## config.mk

```make
export PLATFORM = sky130hd
export DESIGN_NAME = fft_sdf_stage
export DESIGN_NICKNAME = d
export VERILOG_FILES = /design/src/rtl/fft_sdf_pkg.sv /design/src/rtl/sdf_ctrl.sv /design/src/rtl/sdf_delay.sv /design/src/rtl/sdf_rotator.sv /design/src/rtl/fft_sdf_stage.sv
export SDC_FILE = /design/constraint.sdc
export NUM_CORES = 2
export LEC_CHECK = 0
export BUFFER_PORTS_ARGS = -buffer_cell sky130_fd_sc_hd__buf_2
export CORE_MARGIN = 8
export CORE_UTILIZATION = 25
export CTS_BUF_LIST = sky130_fd_sc_hd__clkbuf_16
export DETAILED_ROUTE_END_ITERATION = 7
export PLACE_DENSITY = 0.42
export SLEW_MARGIN = 30
export SYNTH_ARGS = -nofsm -noshare
export SYNTH_HDL_FRONTEND = slang
export SYNTH_SLANG_ARGS = --single-unit
```

## constraint.sdc

```tcl
create_clock -name clk -period 13 [get_ports clk]
set_input_delay 2.6 -clock clk [delete_from_list [all_inputs] [get_ports clk]]
set_output_delay 2.6 -clock clk [all_outputs]
set_load 0.02 [all_outputs]
```

## src/rtl/fft_sdf_pkg.sv

```systemverilog
package fft_sdf_pkg;

  // Rule used to bring the one-bit-grown butterfly word back to width
  typedef enum logic [1:0] {
    TRUNC_DROP_MSB = 2'd0,
    TRUNC_DROP_LSB = 2'd1,
    TRUNC_KEEP     = 2'd2
  } trunc_mode_e;

  localparam int COEF_W    = 16;
  localparam int COEF_FRAC = 14;

  function automatic int out_width(int in_w, trunc_mode_e mode);
    return (mode == TRUNC_KEEP) ? in_w + 1 : in_w;
  endfunction

  // Per-stage selection for a chain: stages below split_at use the early rule
  function automatic trunc_mode_e split_mode(int stage_idx, int split_at,
                                             trunc_mode_e early_mode,
                                             trunc_mode_e late_mode);
    return (stage_idx < split_at) ? early_mode : late_mode;
  endfunction

endpackage

```

## src/rtl/sdf_ctrl.sv

```systemverilog
module sdf_ctrl #(
  parameter int SPAN = 16,
  localparam int CW  = (SPAN > 1) ? $clog2(SPAN) : 1,
  localparam int KW  = (CW > 1) ? CW - 1 : 1
) (
  input  logic          clk,
  input  logic          rst_n,
  input  logic          adv,
  output logic          bfly,
  output logic [KW-1:0] k,
  output logic          primed
);

  logic [CW-1:0] cnt_q, cnt_d;
  logic          primed_q, primed_d;

  always_comb begin
    cnt_d    = cnt_q;
    primed_d = primed_q;
    if (adv) begin
      cnt_d    = cnt_q + 1'b1;
      primed_d = primed_q | cnt_q[CW-1];
    end
  end

  always_ff @(posedge clk or negedge rst_n) begin
    if (!rst_n) begin
      cnt_q    <= '0;
      primed_q <= 1'b0;
    end else begin
      cnt_q    <= cnt_d;
      primed_q <= primed_d;
    end
  end

  assign bfly   = cnt_q[CW-1];
  assign primed = primed_q;

  generate
    if (CW > 1) begin : g_idx
      assign k = cnt_q[CW-2:0];
    end else begin : g_idx1
      assign k = '0;
    end
  endgenerate


  idle_hold_chk: assert property (@(posedge clk) disable iff (!rst_n)
    !adv |=> $stable(cnt_q));


  wrap_chk: assert property (@(posedge clk) disable iff (!rst_n)
    (adv && cnt_q == CW'(SPAN - 1)) |=> (cnt_q == '0));


  primed_sticky_chk: assert property (@(posedge clk) disable iff (!rst_n)
    !$fell(primed_q));

endmodule

```

## src/rtl/sdf_delay.sv

```systemverilog
module sdf_delay #(
  parameter int DEPTH = 8,
  parameter int W     = 21,
  parameter int AW    = 3
) (
  input  logic                clk,
  input  logic                rst_n,
  input  logic                we,
  input  logic [AW-1:0]       addr,
  input  logic signed [W-1:0] wr_re,
  input  logic signed [W-1:0] wr_im,
  output logic signed [W-1:0] rd_re,
  output logic signed [W-1:0] rd_im
);

  generate
    if (DEPTH == 1) begin : g_single
      logic signed [W-1:0] re_q, im_q, re_d, im_d;
      logic unused_addr;
      assign unused_addr = ^addr;

      always_comb begin
        re_d = re_q;
        im_d = im_q;
        if (we) begin
          re_d = wr_re;
          im_d = wr_im;
        end
      end

      always_ff @(posedge clk or negedge rst_n) begin
        if (!rst_n) begin
          re_q <= '0;
          im_q <= '0;
        end else begin
          re_q <= re_d;
          im_q <= im_d;
        end
      end

      assign rd_re = re_q;
      assign rd_im = im_q;
    end else begin : g_ring
      logic signed [W-1:0] mem_re_q [DEPTH];
      logic signed [W-1:0] mem_im_q [DEPTH];
      logic signed [W-1:0] mem_re_d [DEPTH];
      logic signed [W-1:0] mem_im_d [DEPTH];

      always_comb begin
        mem_re_d = mem_re_q;
        mem_im_d = mem_im_q;
        if (we) begin
          mem_re_d[addr] = wr_re;
          mem_im_d[addr] = wr_im;
        end
      end

      always_ff @(posedge clk or negedge rst_n) begin
        if (!rst_n) begin
          for (int i = 0; i < DEPTH; i++) begin
            mem_re_q[i] <= '0;
            mem_im_q[i] <= '0;
          end
        end else begin
          mem_re_q <= mem_re_d;
          mem_im_q <= mem_im_d;
        end
      end

      assign rd_re = mem_re_q[addr];
      assign rd_im = mem_im_q[addr];
    end
  endgenerate

endmodule

```

## src/rtl/sdf_rotator.sv

```systemverilog
module sdf_rotator
  import fft_sdf_pkg::*;
#(
  parameter int SPAN   = 16,
  parameter int W      = 21,
  parameter int KW     = 3,
  parameter bit USE_TW = 1'b1
) (
  input  logic [KW-1:0]       k,
  input  logic signed [W-1:0] d_re,
  input  logic signed [W-1:0] d_im,
  output logic signed [W-1:0] r_re,
  output logic signed [W-1:0] r_im
);

  localparam int HALF = SPAN / 2;
  localparam int PW   = W + COEF_W + 1;

  generate
    if (USE_TW) begin : g_rot
      localparam real PI_R = 3.14159265358979323846;
      localparam logic signed [PW-1:0] RND  = PW'(1) <<< (COEF_FRAC - 1);
      localparam logic signed [PW-1:0] MAXV = PW'((64'sd1 <<< (W - 1)) - 1);
      localparam logic signed [PW-1:0] MINV = -(PW'(64'sd1 <<< (W - 1)));

      logic signed [COEF_W-1:0] cos_t [HALF];
      logic signed [COEF_W-1:0] sin_t [HALF];

      for (genvar g = 0; g < HALF; g++) begin : g_tab
        localparam real ANG = 2.0 * PI_R * g / SPAN;
        assign cos_t[g] = COEF_W'($rtoi($floor(16384.0 * $cos(ANG) + 0.5)));
        assign sin_t[g] = COEF_W'($rtoi($floor(16384.0 * $sin(ANG) + 0.5)));
      end

      logic signed [COEF_W-1:0] c, s;
      logic signed [PW-1:0]     p_re, p_im, q_re, q_im;

      assign c = cos_t[k];
      assign s = sin_t[k];

      always_comb begin
        // (d_re + j d_im) * (c - j s)
        p_re = PW'(d_re) * PW'(c) + PW'(d_im) * PW'(s);
        p_im = PW'(d_im) * PW'(c) - PW'(d_re) * PW'(s);
        q_re = (p_re + RND) >>> COEF_FRAC;
        q_im = (p_im + RND) >>> COEF_FRAC;
        if (q_re > MAXV)      r_re = W'(MAXV);
        else if (q_re < MINV) r_re = W'(MINV);
        else                  r_re = W'(q_re);
        if (q_im > MAXV)      r_im = W'(MAXV);
        else if (q_im < MINV) r_im = W'(MINV);
        else                  r_im = W'(q_im);
      end


      always_comb begin
        if (k == '0) begin
          unity_twiddle_chk: assert (r_re == d_re && r_im == d_im);
        end
      end
    end else begin : g_pass
      logic unused_k;
      assign unused_k = ^k;
      assign r_re = d_re;
      assign r_im = d_im;
    end
  endgenerate

endmodule

```

## src/rtl/fft_sdf_stage.sv

```systemverilog
module fft_sdf_stage
  import fft_sdf_pkg::*;
#(
  parameter int          SPAN       = 16,
  parameter int          IN_W       = 20,
  parameter bit          HAS_TWID   = 1'b1,
  parameter trunc_mode_e TRUNC_MODE = TRUNC_DROP_LSB,
  localparam int         OUT_W      = out_width(IN_W, TRUNC_MODE)
) (
  input  logic                    clk,
  input  logic                    rst_n,
  input  logic                    in_valid,
  input  logic signed [IN_W-1:0]  in_re,
  input  logic signed [IN_W-1:0]  in_im,
  output logic                    out_valid,
  output logic signed [OUT_W-1:0] out_re,
  output logic signed [OUT_W-1:0] out_im
);

  localparam int  HALF   = SPAN / 2;
  localparam int  BW     = IN_W + 1;
  localparam int  CW     = $clog2(SPAN);
  localparam int  KW     = (CW > 1) ? CW - 1 : 1;
  localparam bit  USE_TW = HAS_TWID && (SPAN > 2);

  logic          bfly, primed;
  logic [KW-1:0] k;

  sdf_ctrl #(.SPAN(SPAN)) u_ctrl (
    .clk    (clk),
    .rst_n  (rst_n),
    .adv    (in_valid),
    .bfly   (bfly),
    .k      (k),
    .primed (primed)
  );

  logic signed [BW-1:0] ext_re, ext_im;
  logic signed [BW-1:0] d_re, d_im;
  logic signed [BW-1:0] sum_re, sum_im, dif_re, dif_im;
  logic signed [BW-1:0] wr_re, wr_im;
  logic signed [BW-1:0] rot_re, rot_im;
  logic signed [BW-1:0] pre_re, pre_im;

  assign ext_re = {in_re[IN_W-1], in_re};
  assign ext_im = {in_im[IN_W-1], in_im};

  // Butterfly: stored sample is the earlier half
  assign sum_re = d_re + ext_re;
  assign sum_im = d_im + ext_im;
  assign dif_re = d_re - ext_re;
  assign dif_im = d_im - ext_im;

  // Fill phase parks the input; butterfly phase parks the difference
  assign wr_re = bfly ? dif_re : ext_re;
  assign wr_im = bfly ? dif_im : ext_im;

  sdf_delay #(.DEPTH(HALF), .W(BW), .AW(KW)) u_delay (
    .clk   (clk),
    .rst_n (rst_n),
    .we    (in_valid),
    .addr  (k),
    .wr_re (wr_re),
    .wr_im (wr_im),
    .rd_re (d_re),
    .rd_im (d_im)
  );

  sdf_rotator #(.SPAN(SPAN), .W(BW), .KW(KW), .USE_TW(USE_TW)) u_rot (
    .k    (k),
    .d_re (d_re),
    .d_im (d_im),
    .r_re (rot_re),
    .r_im (rot_im)
  );

  assign pre_re = bfly ? sum_re : rot_re;
  assign pre_im = bfly ? sum_im : rot_im;

  logic signed [OUT_W-1:0] tr_re, tr_im;

  generate
    if (TRUNC_MODE == TRUNC_KEEP) begin : g_keep
      assign tr_re = pre_re;
      assign tr_im = pre_im;
    end else if (TRUNC_MODE == TRUNC_DROP_LSB) begin : g_drop_lsb
      assign tr_re = OUT_W'(pre_re >>> 1);
      assign tr_im = OUT_W'(pre_im >>> 1);
    end else begin : g_drop_msb
      assign tr_re = OUT_W'(pre_re);
      assign tr_im = OUT_W'(pre_im);
    end
  endgenerate

  logic                    out_en;
  logic                    ov_q, ov_d;
  logic signed [OUT_W-1:0] ore_q, ore_d, oim_q, oim_d;

  assign out_en = in_valid & (primed | bfly);

  always_comb begin
    ov_d  = out_en;
    ore_d = ore_q;
    oim_d = oim_q;
    if (out_en) begin
      ore_d = tr_re;
      oim_d = tr_im;
    end
  end

  always_ff @(posedge clk or negedge rst_n) begin
    if (!rst_n) begin
      ov_q  <= 1'b0;
      ore_q <= '0;
      oim_q <= '0;
    end else begin
      ov_q  <= ov_d;
      ore_q <= ore_d;
      oim_q <= oim_d;
    end
  end

  assign out_valid = ov_q;
  assign out_re    = ore_q;
  assign out_im    = oim_q;


  valid_follows_chk: assert property (@(posedge clk) disable iff (!rst_n)
    out_valid |-> $past(in_valid));


  out_hold_chk: assert property (@(posedge clk) disable iff (!rst_n)
    !in_valid |=> (!out_valid && $stable(out_re) && $stable(out_im)));


  no_early_out_chk: assert property (@(posedge clk) disable iff (!rst_n)
    (in_valid && !primed && !bfly) |=> !out_valid);

endmodule

```

==> flow_metrics.env <==
export IMPL_gp_congestion=0.9061
export IMPL_syn_to_final_growth_pct=10.04
export IMPL_drv_slew=0
export IMPL_cp_required_ns=13.45
export IMPL_syn_avg_cell_area_um2=9.186
export IMPL_synth_edff_count=0
export IMPL_grt_pass1_wl_um=371800
export IMPL_post_route_drc_count=0
export IMPL_crit_top_cell="inv_1"
export IMPL_outcome="complete, no violations"
export IMPL_num_rows=191
export IMPL_min_path_type="register to register"
export IMPL_reg2reg_to="out_im[0]"
export IMPL_drt_iter0_markers=4164
export IMPL_cp_arrival_ns=12.62
export IMPL_syn_instance_count=7423
export IMPL_clockRootBuffer="clkbuf_16"
export IMPL_numCtsBuffers=37
export IMPL_finClkSkew_ns=0.03007
export IMPL_htreeDepth=2
export IMPL_grt_max_degree=159
export IMPL_cts_clk_slew_worst_paths_ns=0.07
export IMPL_synth_flop_cell="dfrtp_1"
export IMPL_synth_async_reset_ratio_pct=100.0
export IMPL_grt_pass1_vias=55040
export IMPL_clock_path_buffers=3
export IMPL_start_util_pct=25.16
export IMPL_io_pins=84
export IMPL_dpl_hpwl_um=211600
export IMPL_grt_use_met3_pct=1.494
export IMPL_timing_final_crit_share_pct=93.63
export IMPL_cts_tree="built"
export IMPL_cap_violations=0
export IMPL_die_w_um=538.2
export IMPL_max_freq_ghz=0.08216
export IMPL_hold_viol=0
export IMPL_worstSetupPathType="register to register"
export IMPL_clk_latency_ns=0.58
export IMPL_firstDrtPassIters=6
export IMPL_yosysWarnings=0
export IMPL_synth_cell_types=88
export IMPL_hold_buffers=0
export IMPL_synth_area_leaders="fa_1 (36%), dfrtp_1 (14%), ha_1 (12%), inv_1 (8.1%), nand2_1 (5.2%)"
export IMPL_drt_wl_total_um=247800
export IMPL_yosysMostFrequentCell="inv_1"
export IMPL_max_stage_delay_ns=0.83
export IMPL_synth_seq_cells=382
export IMPL_grt_remaining_overflow=0
export IMPL_die_area_mm2=0.2897
export IMPL_antenna_found_initial=10
export IMPL_routedWlPerCell_um=22.43
export IMPL_synthTopCellsByCount="inv_1 (1477), fa_1 (1232), nand2_1 (943), ha_1 (643), nor2_1 (557)"
export IMPL_dieHeight_um=538.2
export IMPL_busiest_layer="met2"
export IMPL_worst_hold_path_endpoint="u_delay.g_ring.mem_re_q[52]"
export IMPL_ys_seq_area_share_pct=14.02
export IMPL_layout_nets=9368
export IMPL_portBuffers=83
export IMPL_worst_pin_slew_ns=0.9790
export IMPL_hold_depth=2
export IMPL_rsz0062_at_grt="false"
export IMPL_finalSetupViolations=0
export IMPL_crit_slowest_cell="a221oi_1"
export IMPL_critPathLaunchType="register"
export IMPL_fin_setup_tns_ns=0
export IMPL_reg2reg_slack_ns=0.83
export IMPL_coreArea_mm2=0.2710
export IMPL_cp_max_fo=22
export IMPL_track_usage_pct=16.92
export IMPL_reg2regPathDepth=41
export IMPL_layout_drive_gt1_share_pct=6.552
export IMPL_hold_slack_ns=0.4773
export IMPL_synth_net_count=9341
export IMPL_timing_rr_start="u_ctrl.cnt_q[0]"
export IMPL_grt_use_met2_pct=27.82
export IMPL_grt_met1_usage_pct=23.76
export IMPL_yosysTopAreaCell="fa_1"
export IMPL_clock_sinks=382
export IMPL_maxSlewHeadroom_pct=34.17
export IMPL_post_route_min_period_ns=12.17
export IMPL_num_vias=51450
export IMPL_min_from="u_delay.g_ring.mem_re_q[52]"
export IMPL_routed_via_density=4.655
export IMPL_cp_end_kind="register"
export IMPL_synth_top_area_share_pct=36.17
export IMPL_ant_nets=0
export IMPL_synth_area_mm2=0.06819
sequential cells by signal (all words and copies together), names as in the netlist:
signal,cells
out_valid,1
out_re,20
out_im,20
u_ctrl.cnt_q,4
u_ctrl.primed,1
u_delay.g_ring.mem_re_q,168
u_delay.g_ring.mem_im_q,168
logic make-up (layout without fill, tap and decap cells):
logic type	after synthesis	count (layout)	share of synthesized area [%]
XOR/XNOR	276	276	3.545
AO/OA/AOI/OAI	1110	1110	9.799
buffers and inverters	1786	1842	9.944
multiplexers	112	112	3.130
AND/OR/NAND/NOR	1882	1882	11.59
flip-flops	382	382	14.02
adder cells (fa/ha/maj)	1875	1875	47.97
other	0	2	0
layout make-up:
type | instances | area, um2
Antenna cell | 2 | 5.005
Clock buffer | 37 | 925.9
Clock inverter | 31 | 417.9
Fill cell | 29210 | 196000
Inverter | 1502 | 5647
Multi-Input combinational cell | 5255 | 52030
Sequential cell | 382 | 9572
Tap cell | 3570 | 4467
Timing Repair Buffer | 272 | 1964
per-layer routing:
metal,vias to the layer above,wire (um)
met3,217,11560
li1,23250,-
met2,1380,114900
met4,4,8225
met5,-,27
met1,26590,113100
worst max-delay path by stage:
stage | from | end | depth (start not counted)
after global placement | u_ctrl.cnt_q[0] | out_re[16] | 38
after floorplan | u_ctrl.cnt_q[0] | out_im[15] | 42
after global routing | u_ctrl.cnt_q[0] | out_im[5] | 42
final | u_ctrl.cnt_q[0] | out_im[0] | 41
after CTS | u_ctrl.cnt_q[0] | out_re[16] | 38
after detailed placement | u_ctrl.cnt_q[0] | out_re[16] | 38
placed cells by master, fill, tap and decap left out, types with 27 or more instances in the layout:
| cell type | instances |
|---|---|
| and2_1 | 46 |
| nor3_1 | 69 |
| nor2_1 | 553 |
| o22ai_1 | 27 |
| inv_1 | 1477 |
| clkinv_1 | 29 |
| clkbuf_16 | 37 |
| xnor2_1 | 183 |
| nand3_1 | 59 |
| a21o_1 | 102 |
| a21oi_1 | 265 |
| o21a_1 | 27 |
| fa_1 | 1232 |
| o21bai_1 | 44 |
| nor2b_1 | 47 |
| ha_1 | 641 |
| nand2_1 | 939 |
| mux4_2 | 80 |
| xor2_1 | 93 |
| dfrtp_1 | 378 |
| and3_1 | 29 |
| nand2b_1 | 35 |
| o21ai_0 | 439 |
| buf_2 | 82 |
| buf_4 | 180 |
timing repair:
action | 4_1_cts | 5_1_grt
resized for setup | 0 | 3
setup buffers | 0 | 1
endpoints found under the setup margin | 0 | 38
through the flow:
stage	worst slack (ns)	cell area, um2	cells	util [%]
floorplan	1.625	68190	7423	-
global placement	0.2569	73560	10980	27.14
detailed placement	0.1423	73600	10980	27.16
CTS	0.04883	74940	11050	27.65
global route	0.03694	75020	11050	27.68
finish	0.8281	75030	11050	27.69
worst max-delay path, delay by kind of cell, from the launching register on:
family | cells | cell delay, ns
buf+inv | 9 | 1.51
mux | 1 | 0.54
compound gates | 12 | 3.50
flops | 1 | 0.68
simple gates | 8 | 1.39
fa+ha+maj | 9 | 3.73
xor+xnor | 2 | 0.66
Power is not shown: default switching activity piles up to over one toggle a cycle in this logic, so the estimate is an artifact.
